--- src/rtl/spi_nor_pgm_pkg.sv ---
package spi_nor_pgm_pkg;

  typedef enum logic [3:0] {
    ST_IDLE, ST_WREN, ST_GAP, ST_SR_OP, ST_SR_DUM, ST_PP_OP,
    ST_AD_HI, ST_AD_MID, ST_AD_LO, ST_DIN_WAIT, ST_DIN_TX
  } seq_state_t;

  localparam logic [7:0] OP_WREN  = 8'h06;
  localparam logic [7:0] OP_RDSR  = 8'h05;
  localparam logic [7:0] OP_PROG  = 8'h02;
  localparam logic [7:0] SR_DUMMY = 8'h00;
  localparam int WEL_BIT = 1;
  localparam int WIP_BIT = 0;

  // nonzero and exactly one bit set
  function automatic logic size_ok(input logic [31:0] v);
    return (v != 32'd0) && ((v & (v - 32'd1)) == 32'd0);
  endfunction

  // smallest multiple of ps strictly above a (ps a power of two)
  function automatic logic [32:0] first_page_end(input logic [31:0] a, input logic [31:0] ps);
    return {1'b0, a & ~(ps - 32'd1)} + {1'b0, ps};
  endfunction

  function automatic logic sr_bit(input logic [7:0] sr, input int pos);
    return (sr & 8'(1 << pos)) != 8'd0;
  endfunction

endpackage

--- src/rtl/spi_nor_xchg.sv ---
module spi_nor_xchg (
  input  logic       clk,
  input  logic       rst_n,
  input  logic       req_i,
  input  logic [7:0] tx_i,
  output logic       ack_o,
  output logic [7:0] rx_o,
  output logic       spi_start_o,
  output logic [7:0] spi_tx_o,
  input  logic       spi_busy_i,
  input  logic [7:0] spi_rx_i
);
  logic inflight_q;

  assign spi_start_o = req_i && !inflight_q;
  assign spi_tx_o    = tx_i;
  assign ack_o       = inflight_q && !spi_busy_i;
  assign rx_o        = spi_rx_i;

  always_ff @(posedge clk or negedge rst_n) begin
    if (!rst_n)           inflight_q <= 1'b0;
    else if (ack_o)       inflight_q <= 1'b0;
    else if (spi_start_o) inflight_q <= 1'b1;
  end
endmodule

--- src/rtl/spi_nor_page_track.sv ---
module spi_nor_page_track #(
  parameter int ADDR_W = 24,
  parameter int CNT_W  = 24,
  parameter int PS_W   = 16
) (
  input  logic              clk,
  input  logic              rst_n,
  input  logic              load_i,
  input  logic [ADDR_W-1:0] addr_i,
  input  logic [CNT_W-1:0]  cnt_i,
  input  logic [PS_W-1:0]   ps_i,
  input  logic              step_i,
  output logic [ADDR_W-1:0] addr_o,
  output logic              last_o,
  output logic              page_hit_o
);
  import spi_nor_pgm_pkg::*;
  localparam int PE_W = ADDR_W + 1;

  logic [PE_W-1:0]  addr_q, pend_q, addr_nxt;
  logic [CNT_W-1:0] cnt_q;
  logic [PS_W-1:0]  ps_q;

  assign addr_nxt   = addr_q + PE_W'(1);
  assign page_hit_o = (addr_nxt == pend_q);
  assign last_o     = (cnt_q == CNT_W'(1));
  assign addr_o     = addr_q[ADDR_W-1:0];

  always_ff @(posedge clk or negedge rst_n) begin
    if (!rst_n) begin
      addr_q <= '0;
      pend_q <= '0;
      cnt_q  <= '0;
      ps_q   <= '0;
    end else if (load_i) begin
      addr_q <= {1'b0, addr_i};
      cnt_q  <= cnt_i;
      ps_q   <= ps_i;
      pend_q <= PE_W'(first_page_end(32'(addr_i), 32'(ps_i)));
    end else if (step_i) begin
      addr_q <= addr_nxt;
      cnt_q  <= cnt_q - CNT_W'(1);
      if (page_hit_o) pend_q <= pend_q + PE_W'(ps_q);
    end
  end
endmodule

--- src/rtl/spi_nor_pgm_seq.sv ---
module spi_nor_pgm_seq #(
  parameter int ADDR_W = 24,
  parameter int CNT_W  = 24,
  parameter int PS_W   = 16
) (
  input  logic              clk,
  input  logic              rst_n,
  input  logic              start_i,
  input  logic [ADDR_W-1:0] addr_i,
  input  logic [CNT_W-1:0]  count_i,
  input  logic [PS_W-1:0]   page_size_i,
  input  logic              abort_i,
  input  logic [7:0]        din_data,
  input  logic              din_valid,
  output logic              din_ready,
  output logic              done_o,
  output logic              error_o,
  output logic [7:0]        spi_tx,
  output logic              spi_start,
  input  logic              spi_busy,
  input  logic [7:0]        spi_rx,
  output logic              cs_n
);
  import spi_nor_pgm_pkg::*;

  seq_state_t state_q, state_d, gap_nxt_q, gap_nxt_d;
  logic       poll_q, poll_d;
  logic [7:0] dbyte_q, tx_sel, xfer_rx;
  logic       done_q, err_q, cs_n_q;
  logic       xfer_req, xfer_ack;
  logic       trk_last, trk_hit;
  logic [ADDR_W-1:0] trk_addr;
  logic [23:0] a24;

  // named internal events
  logic seq_idle, start_take, byte_take, abort_take, wel_fail, data_step;
  logic done_set, err_set;

  assign seq_idle   = (state_q == ST_IDLE);
  assign start_take = seq_idle && start_i;
  assign din_ready  = (state_q == ST_DIN_WAIT) && !abort_i;
  assign byte_take  = din_ready && din_valid;
  assign abort_take = (state_q == ST_DIN_WAIT) && abort_i;
  assign data_step  = (state_q == ST_DIN_TX) && xfer_ack;
  assign wel_fail   = (state_q == ST_SR_DUM) && xfer_ack && !poll_q
                      && !sr_bit(xfer_rx, WEL_BIT);
  assign a24        = 24'(trk_addr);

  assign xfer_req = (state_q == ST_WREN)  || (state_q == ST_SR_OP) ||
                    (state_q == ST_SR_DUM) || (state_q == ST_PP_OP) ||
                    (state_q == ST_AD_HI) || (state_q == ST_AD_MID) ||
                    (state_q == ST_AD_LO) || (state_q == ST_DIN_TX);

  always_comb begin
    case (state_q)
      ST_WREN:   tx_sel = OP_WREN;
      ST_SR_OP:  tx_sel = OP_RDSR;
      ST_SR_DUM: tx_sel = SR_DUMMY;
      ST_PP_OP:  tx_sel = OP_PROG;
      ST_AD_HI:  tx_sel = a24[23:16];
      ST_AD_MID: tx_sel = a24[15:8];
      ST_AD_LO:  tx_sel = a24[7:0];
      ST_DIN_TX: tx_sel = dbyte_q;
      default:   tx_sel = 8'h00;
    endcase
  end

  spi_nor_xchg u_xchg (
    .clk(clk), .rst_n(rst_n), .req_i(xfer_req), .tx_i(tx_sel),
    .ack_o(xfer_ack), .rx_o(xfer_rx), .spi_start_o(spi_start),
    .spi_tx_o(spi_tx), .spi_busy_i(spi_busy), .spi_rx_i(spi_rx)
  );

  spi_nor_page_track #(.ADDR_W(ADDR_W), .CNT_W(CNT_W), .PS_W(PS_W)) u_track (
    .clk(clk), .rst_n(rst_n),
    .load_i(start_take && (count_i != '0) && size_ok(32'(page_size_i))),
    .addr_i(addr_i), .cnt_i(count_i), .ps_i(page_size_i),
    .step_i(data_step), .addr_o(trk_addr), .last_o(trk_last), .page_hit_o(trk_hit)
  );

  always_comb begin
    state_d   = state_q;
    gap_nxt_d = gap_nxt_q;
    poll_d    = poll_q;
    done_set  = 1'b0;
    err_set   = 1'b0;
    case (state_q)
      ST_IDLE: if (start_i) begin
        if (count_i == '0)                      done_set = 1'b1;
        else if (!size_ok(32'(page_size_i)))    err_set  = 1'b1;
        else begin state_d = ST_WREN; poll_d = 1'b0; end
      end
      ST_WREN: if (xfer_ack) begin state_d = ST_GAP; gap_nxt_d = ST_SR_OP; end
      ST_GAP:  state_d = gap_nxt_q;
      ST_SR_OP: if (xfer_ack) state_d = ST_SR_DUM;
      ST_SR_DUM: if (xfer_ack) begin
        state_d = ST_GAP;
        if (poll_q) begin
          if (sr_bit(xfer_rx, WIP_BIT)) gap_nxt_d = ST_SR_OP;
          else begin gap_nxt_d = ST_WREN; poll_d = 1'b0; end
        end else if (!sr_bit(xfer_rx, WEL_BIT)) begin
          state_d = ST_IDLE; err_set = 1'b1;
        end else gap_nxt_d = ST_PP_OP;
      end
      ST_PP_OP:  if (xfer_ack) state_d = ST_AD_HI;
      ST_AD_HI:  if (xfer_ack) state_d = ST_AD_MID;
      ST_AD_MID: if (xfer_ack) state_d = ST_AD_LO;
      ST_AD_LO:  if (xfer_ack) state_d = ST_DIN_WAIT;
      ST_DIN_WAIT: begin
        if (abort_i) begin state_d = ST_IDLE; done_set = 1'b1; end
        else if (din_valid) state_d = ST_DIN_TX;
      end
      ST_DIN_TX: if (xfer_ack) begin
        if (trk_last) begin state_d = ST_IDLE; done_set = 1'b1; end
        else if (trk_hit) begin state_d = ST_GAP; gap_nxt_d = ST_SR_OP; poll_d = 1'b1; end
        else state_d = ST_DIN_WAIT;
      end
      default: state_d = ST_IDLE;
    endcase
  end

  always_ff @(posedge clk or negedge rst_n) begin
    if (!rst_n) begin
      state_q   <= ST_IDLE;
      gap_nxt_q <= ST_IDLE;
      poll_q    <= 1'b0;
      dbyte_q   <= 8'h00;
      done_q    <= 1'b0;
      err_q     <= 1'b0;
      cs_n_q    <= 1'b1;
    end else begin
      state_q   <= state_d;
      gap_nxt_q <= gap_nxt_d;
      poll_q    <= poll_d;
      if (byte_take) dbyte_q <= din_data;
      done_q    <= start_take ? done_set : (done_q | done_set);
      err_q     <= start_take ? err_set  : (err_q | err_set);
      cs_n_q    <= (state_d == ST_IDLE) || (state_d == ST_GAP);
    end
  end

  assign done_o  = done_q;
  assign error_o = err_q;
  assign cs_n    = cs_n_q;
endmodule

--- config.mk ---
export PLATFORM = sky130hd
export DESIGN_NAME = spi_nor_pgm_seq
export DESIGN_NICKNAME = d
export VERILOG_FILES = /design/src/rtl/spi_nor_pgm_pkg.sv /design/src/rtl/spi_nor_xchg.sv /design/src/rtl/spi_nor_page_track.sv /design/src/rtl/spi_nor_pgm_seq.sv
export SDC_FILE = /design/constraint.sdc
export NUM_CORES = 1
export LEC_CHECK = 0
export BUFFER_PORTS_ARGS = -buffer_cell sky130_fd_sc_hd__clkbuf_2
export CORE_MARGIN = 5
export CORE_UTILIZATION = 35
export DETAILED_ROUTE_END_ITERATION = 16
export PLACE_DENSITY = 0.58
export SLEW_MARGIN = 15
export SYNTH_ARGS = -nofsm -noshare
export SYNTH_HDL_FRONTEND = slang
export SYNTH_SLANG_ARGS = --single-unit
--- constraint.sdc ---
create_clock -name clk -period 4.7 [get_ports clk]
set_input_delay 0.705 -clock clk [delete_from_list [all_inputs] [get_ports clk]]
set_output_delay 0.705 -clock clk [all_outputs]
set_load 0.05 [all_outputs]
==> implementation parameters, run 1 <==
Parameter                              Value

Die
  Die ar. ... between 20000 and 30000 um2
  Number of placement rows ... 58
  Ports placed on the boundary ... 99
  Width of the chip ... 171 um
  Core area ... approximately 25000 um2
  Vertical die dimension ... 171 um
  Initial standard-cell utilization of the core ... 0.357

Power and ir drop
  Worst-case vdd ir drop ... 0.156 mV
  Pwr dens ... ~190 nW/um2
  Leak ... 4.50 nW
  Overall power consumption ... 1.94 mW

Timing
  Total setup violations reported at the end of the flow ... 0
  Post-route setup TNS ... 0 ns
  Highest Clock Rate ... 236 MHz
  Worst Hold Margin ... 0.453 ns
  Final Hold Vio Count ... 0
  Max Transition Viols Final ... 0
  Normalized max-slew margin ... 0.326
  Slew of the pin with the lowest slew margin ... between 1 and 1.5 ns
  Clock skew ... 0.0103 ns
  Part of the cycle the worst path needs ... 0.902
  Unrepaired setup endpoints after global routing ... false
  Min cycle time layout ... ~4.2 ns

Layout
  Commonest non-fill, non-tap cell in the layout ... sky130_fd_sc_hd__nand2_1
  Syn-to-layout area delta ... 12.2%
  Final design utilization ... 0.400
  Ant diodes ... 0
  Number of nets in the layout ... ~1300
  Post-route standard cell area excluding fillers ... 10100 um2
  Most used cells in the layout excluding fill and tap cells ... sky130_fd_sc_hd__nand2_1, sky130_fd_sc_hd__dfrtp_1, sky130_fd_sc_hd__clkbuf_2
  Share of final-layout standard cells stronger than drive strength 1 ... 0.147
  Filler Cells Inserted ... 2554

GRT
  Global route overflow ... 0
  Pin count of the biggest net entering global routing ... 101
  GR Util All Layers ... 0.185
  Wire length of the first global-routing pass ... 43.4 mm
  Vias in the first global route ... around 7900
  Initial antenna violation count ... 0

Setup path
  Number of buffers and inverters on the critical path ... 4
  Maximum fanout encountered on the critical timing path ... 5
  Most common cell on crit path ... sky130_fd_sc_hd__ha_1
  Category of the worst setup path capture point ... register
  Kind of start point of the critical path ... primary input
  Kind of cell adding the most delay to the critical path ... simple AND/OR/NAND/NOR gates
  Arrival time worst endpoint ... between 4 and 5 ns
  Data required time of the worst path ... ~5.0 ns
  Kind of critical path ... in2reg
  Cells along the critical path ... clkbuf_2, inv_1, ha_1, nor3b_2, inv_1, or3_1, ha_1, and2_1, ha_1, nand2_1, o211a_1, o31ai_1, a21oi_1, nor4b_1, buf_4, o2111ai_1, xnor2_1, a21oi_1, a311oi_1
  Critical path's largest stage delay ... 0.37 ns
  Cell at the slowest stage of the critical path ... sky130_fd_sc_hd__nor3b_2

Synth
  Portion of the post-synthesis area used by sequential elements ... 0.305
  Number of nets produced by synthesis ... 1228
  Area leader, netlist ... sky130_fd_sc_hd__dfrtp_1
  Yosys warning count ... 0
  Post-synth top flop ... sky130_fd_sc_hd__dfrtp_1
  Mean post-synth cell area ... 8.26 um2
  Unique cell type count in the Yosys netlist ... 74
  Post-synth EDFFs ... 0
  Synthesized instance count ... 1094
  Ranking of synthesized cells by area ... sky130_fd_sc_hd__dfrtp_1, sky130_fd_sc_hd__nand2_1, sky130_fd_sc_hd__ha_1
  Post-synthesis async set-or-reset flop share ... 1.00
  Yosys reg bits ... 110
  Total standard cell area after synthesis ... 9030 um2
  Share of Yosys cell area claimed by the top area cell type ... 0.302

Clocking
  Clock tree from TritonCTS ... done
  Count of H-tree levels built during CTS ... 3
  Clock edge transition at the registers on the reported setup and hold paths ... 0.08 ns
  Clock net sink count ... 110
  Clock buffers created by TritonCTS ... 9
  Clock latency of the later-clocked register in the worst-skew pair ... 0.36 ns
  Buffer cell driving the clock tree root ... sky130_fd_sc_hd__clkbuf_16
  Post-CTS setup buffer count ... 0
  Deepest clock path buffer count ... 2
  Number of gates resized after CTS ... 0
  Number of hold buffers added after CTS ... 0

Run
  Number of maximum-capacitance violations ... 0

Routing
  Routed wirelength normalized by instance count ... 18.2 um
  Remaining routing DRC violations ... 0
  DR vias/cell ... 5.72
  Number of DRC markers in iteration 0 ... 674
  Final Routed Wirelength ... 27.3 mm
  Post-detailed-route count of antenna-violating nets ... 0
  Via total after detailed routing ... 8557
  First-pass iteration count of the detailed router ... 7

Place
  Instance area at placement ... 9860 um2
  Post-DP HPWL ... 20.8 mm
  Port Buffers ... a little over 90
  Routability-driven placement congestion ratio ... roughly 0.9

Min path
  Classification of the worst-slack hold path ... in2async

Outcome
  Outcome ... complete, no violations
path summary, 6_finish.rpt:
kind	cells after the start	endpoint	slack [ns]	startpoint
min in group clk	1	gap_nxt_q[0]$_DFFE_PN0P_	0.47	gap_nxt_q[0]$_DFFE_PN0P_
min	1	u_track.cnt_q[5]$_DFFE_PN0P_	0.45	rst_n
max	19	u_track.pend_q[20]$_DFFE_PN0P_	0.46	page_size_i[0]
max reg2reg	10	u_track.pend_q[18]$_DFFE_PN0P_	0.66	u_track.addr_q[1]$_DFFE_PN0P_
min reg2reg	1	gap_nxt_q[0]$_DFFE_PN0P_	0.47	gap_nxt_q[0]$_DFFE_PN0P_
max in group asynchronous	2	u_track.addr_q[5]$_DFFE_PN0P_	3.35	rst_n
cell usage after synthesis, drive strengths merged, types with 4 or more instances:
cell / number
or4: 5
o311ai: 9
xor2: 20
nand2b: 15
mux2: 14
buf: 25
a22oi: 19
and2: 21
o22ai: 5
dfrtp: 109
o211ai: 11
inv: 22
nor3b: 8
a311oi: 5
and4: 7
ha: 47
or3: 14
nor2: 69
nand2: 160
a21o: 14
xnor2: 48
a31o: 4
nor3: 32
and3: 17
nor4: 27
nand4: 23
o21a: 8
o31a: 4
a41oi: 4
a221o: 18
o21ai: 80
nand3: 35
nor2b: 12
mux2i: 22
o31ai: 7
clkbuf: 41
a31oi: 12
a21oi: 54
stage by stage:
stage                     instances  setup WS [ns]
after floorplan                1094          0.593
after global placement         1481          0.195
after detailed placement       1481          0.146
after CTS                      1497          0.506
after global routing           1497          0.212
final                          1497          0.460
per-layer routing:
| layer | GRT usage | share of wire |
|---|---|---|
| met5 | 0 | 0 |
| met3 | 0.0263 | 0.051 |
| met1 | 0.280 | 0.49 |
| met2 | 0.278 | 0.44 |
| met4 | 0.0458 | 0.018 |
kinds of logic after synthesis:
kind of cell,Yosys count,share of synthesized area
AND/OR/NAND/NOR,455,0.260
AO/OA/AOI/OAI,289,0.216
flip-flops,110,0.305
buffers and inverters,88,0.0440
XOR/XNOR,68,0.0659
adder cells (fa/ha/maj),48,0.0673
multiplexers,36,0.0418
state kept, by name, summed over array words and instances (netlist names):
name               flops
u_track.addr_q        25
u_track.pend_q        25
u_track.cnt_q         24
u_track.ps_q          16
dbyte_q                8
state_q                4
gap_nxt_q              3
cs_n                   1
done_o                 1
error_o                1
poll_q                 1
u_xchg.inflight_q      1
power breakdown:
group	internal, mW	switching, mW	leakage (nW)	total (mW)
sequential	0.951	0.00501	1.49	0.956
combinational	0.0968	0.142	2.87	0.239
clock	0.368	0.379	0.136	0.747
layout make-up:
cell class / instances / area (um2) / area share
flip-flops and latches: 110 / 2750 / 0.272
repair buffers: 123 / 721 / 0.0711
inverters: 22 / 82.6 / 0.00815
well taps: 330 / 413 / 0.0407
multi-input cells: 896 / 5890 / 0.581
clock buffers: 11 / 233 / 0.0230
clock inverters: 5 / 42.5 / 0.00420
Note: power is estimated with default switching activity, not from simulation.
==> run 2: changes to the inputs <==
Settings changed: HOLD_SLACK_MARGIN set to 0.03, SETUP_SLACK_MARGIN set to 0.5.
==> run 2 against run 1 <==
Worst setup slack better by 0.23 ns. Routed wire length hardly changed. Sequential share of layout area fell by 0.18 points. Clock skew shrank 0.0017 ns. Largest cell class unchanged. Sequential power about the same. Highest routed layer unchanged. Worst hold slack got worse by 0.0038 ns. Core utilization grew 0.27 points. Die area stayed put. First-iteration DRC count grew 0.15%. Non-clock buffer count rose by 1. Critical endpoint is now u_track.pend_q[18]$_DFFE_PN0P_.
==> implementation parameters, run 2 (synthesis gave the netlist of run 1 again) <==
Parameter                              Value

Outcome
  Outcome ... complete, no violations (unchanged)

GRT
  Initial antenna violation count ... 0 (unchanged)
  Pin count of the biggest net entering global routing ... 101 (unchanged)
  Vias in the first global route ... 7927 (unchanged)
  GR Util All Layers ... 0.185 (unchanged)
  Global route overflow ... 0 (unchanged)
  Wire length of the first global-routing pass ... 43.4 mm (unchanged)

Timing
  Worst Hold Margin ... 0.449 ns (was 0.453 ns)
  Highest Clock Rate ... 249 MHz (was 236 MHz)
  Post-route setup TNS ... 0 ns (unchanged)
  Final Hold Vio Count ... 0 (unchanged)
  Clock skew ... 0.00864 ns (was 0.0103 ns)
  Normalized max-slew margin ... 0.325 (was 0.326)
  Min cycle time layout ... 4.01 ns (was 4.24 ns)
  Slew of the pin with the lowest slew margin ... 1.01 ns (about the same)
  Worst setup slack after layout ... 0.690 ns (was 0.460 ns)
  Max Transition Viols Final ... 0 (unchanged)
  Total setup violations reported at the end of the flow ... 0 (unchanged)
  Unrepaired setup endpoints after global routing ... true (was false)
  Part of the cycle the worst path needs ... 0.853 (was 0.902)

Routing
  Remaining routing DRC violations ... 0 (unchanged)
  First-pass iteration count of the detailed router ... 7 (unchanged)
  Routed wirelength normalized by instance count ... 18.2 um (about the same)
  Post-detailed-route count of antenna-violating nets ... 0 (unchanged)
  DR vias/cell ... 5.74 (was 5.72)
  Number of DRC markers in iteration 0 ... 675 (was 674)
  Final Routed Wirelength ... 27.3 mm (about the same)
  Via total after detailed routing ... 8595 (was 8557)

Clocking
  Clock tree from TritonCTS ... done (unchanged)
  Clock net sink count ... 110 (unchanged)
  Clock buffers created by TritonCTS ... 9 (unchanged)
  Deepest clock path buffer count ... 2 (unchanged)
  Clock latency of the later-clocked register in the worst-skew pair ... 0.36 ns (about the same)
  Count of H-tree levels built during CTS ... 3 (unchanged)
  Buffer cell driving the clock tree root ... sky130_fd_sc_hd__clkbuf_16 (unchanged)
  Clock edge transition at the registers on the reported setup and hold paths ... 0.08 ns (about the same)
  Number of hold buffers added after CTS ... 0 (unchanged)

Power and ir drop
  Leak ... 4.52 nW (was 4.50 nW)
  Overall power consumption ... 1.95 mW (was 1.94 mW)
  Pwr dens ... 191 nW/um2 (about the same)
  Worst-case vdd ir drop ... 0.156 mV (about the same)

Die
  Die ar. ... 29100 um2 (unchanged)
  Number of placement rows ... 58 (unchanged)
  Initial standard-cell utilization of the core ... 0.357 (unchanged)
  Vertical die dimension ... 171 um (unchanged)
  Width of the chip ... 171 um (unchanged)
  Core area ... 25300 um2 (unchanged)
  Ports placed on the boundary ... 99 (unchanged)

Layout
  Post-route standard cell area excluding fillers ... 10200 um2 (was 10100 um2)
  Final design utilization ... 0.403 (was 0.400)
  Number of nets in the layout ... 1297 (was 1296)
  Ant diodes ... 0 (unchanged)
  Syn-to-layout area delta ... 13.0% (was 12.2%)
  Commonest non-fill, non-tap cell in the layout ... sky130_fd_sc_hd__nand2_1 (unchanged)
  Share of final-layout standard cells stronger than drive strength 1 ... 0.158 (was 0.147)
  Largest registers ... u_track.addr_q: 25 flops, u_track.pend_q: 25 flops, u_track.cnt_q: 24 flops (unchanged)
  Non-filler instance count after layout ... 1498 (was 1497)
  Most used cells in the layout excluding fill and tap cells ... sky130_fd_sc_hd__nand2_1, sky130_fd_sc_hd__dfrtp_1, sky130_fd_sc_hd__clkbuf_2 (unchanged)

Place
  Port Buffers ... 92 (unchanged)
  Count of placed standard cells including taps ... 1481 (unchanged)
  Instance area at placement ... 9860 um2 (unchanged)
  Routability-driven placement congestion ratio ... 0.905 (unchanged)
  Post-DP HPWL ... 20.8 mm (unchanged)
  Pre-CTS setup slack ... 0.146 ns (unchanged)

Run
  Number of maximum-capacitance violations ... 0 (unchanged)

Setup path
  Data required time of the worst path ... 4.96 ns (was 4.97 ns)
  Category of the worst setup path capture point ... register (unchanged)
  Arrival time worst endpoint ... 4.26 ns (was 4.51 ns)
  Kind of critical path ... reg2reg (was in2reg)
  Kind of start point of the critical path ... register (was primary input)
  Maximum fanout encountered on the critical timing path ... 9 (was 5)
  R2R cell count ... 10 (unchanged)

Min path
  Classification of the worst-slack hold path ... in2async (unchanged)
==> run 2: cell type report <==
cell class,instances,area [um2]
repair buffers,124,728
clock inverters,5,42.5
clock buffers,11,233
well taps,330,413
flip-flops and latches,110,2750
multi-input cells,896,5950
inverters,22,82.6
fillers,2546,15100
==> run 2: final timing paths <==
check	startpoint	endpoint	slack [ns]
setup / recovery	u_track.addr_q[1]$_DFFE_PN0P_	u_track.pend_q[18]$_DFFE_PN0P_	0.69
hold / removal	rst_n	u_track.cnt_q[5]$_DFFE_PN0P_	0.45
setup reg to reg	u_track.addr_q[1]$_DFFE_PN0P_	u_track.pend_q[18]$_DFFE_PN0P_	0.69
hold reg to reg	gap_nxt_q[0]$_DFFE_PN0P_	gap_nxt_q[0]$_DFFE_PN0P_	0.47
max in group asynchronous	rst_n	u_track.addr_q[5]$_DFFE_PN0P_	3.36
min in group clk	gap_nxt_q[0]$_DFFE_PN0P_	gap_nxt_q[0]$_DFFE_PN0P_	0.47
==> run 2: worst max-delay path: stages, from the launching register on <==
cell,delay [ns]
sky130_fd_sc_hd__dfrtp_1,0.53
sky130_fd_sc_hd__ha_1,0.35
sky130_fd_sc_hd__and4_2,0.36
sky130_fd_sc_hd__nand4_4,0.21
sky130_fd_sc_hd__nor2_1,0.32
sky130_fd_sc_hd__o2111ai_1,0.18
sky130_fd_sc_hd__a211oi_1,0.33
sky130_fd_sc_hd__or4b_4,0.55
sky130_fd_sc_hd__or3_1,0.50
sky130_fd_sc_hd__o31a_1,0.29
sky130_fd_sc_hd__o31a_1,0.27
==> run 2: what timing repair did <==
| action | 4_1_cts | 5_1_grt |
|---|---|---|
| buffers inserted | 0 | 1 |
| gates resized for setup | 0 | 13 |
| hold endpoints to repair | 0 | 0 |
| endpoints found under the setup margin | 0 | 72 |
==> run 2: routing by layer <==
| metal | wire length, um | global-route usage | up-vias |
|---|---|---|---|
| met5 | 0 | 0 | - |
| met4 | 486 | 0.0458 | 0 |
| met3 | 1420 | 0.0263 | 30 |
| met2 | 12000 | 0.278 | 234 |
| met1 | 13400 | 0.280 | 4140 |
| li1 | - | - | 4191 |
==> run 2: power by group <==
group	switching [mW]	internal, mW
Clock	0.381	0.368
Combinational	0.146	0.0991
Sequential	0.00505	0.951
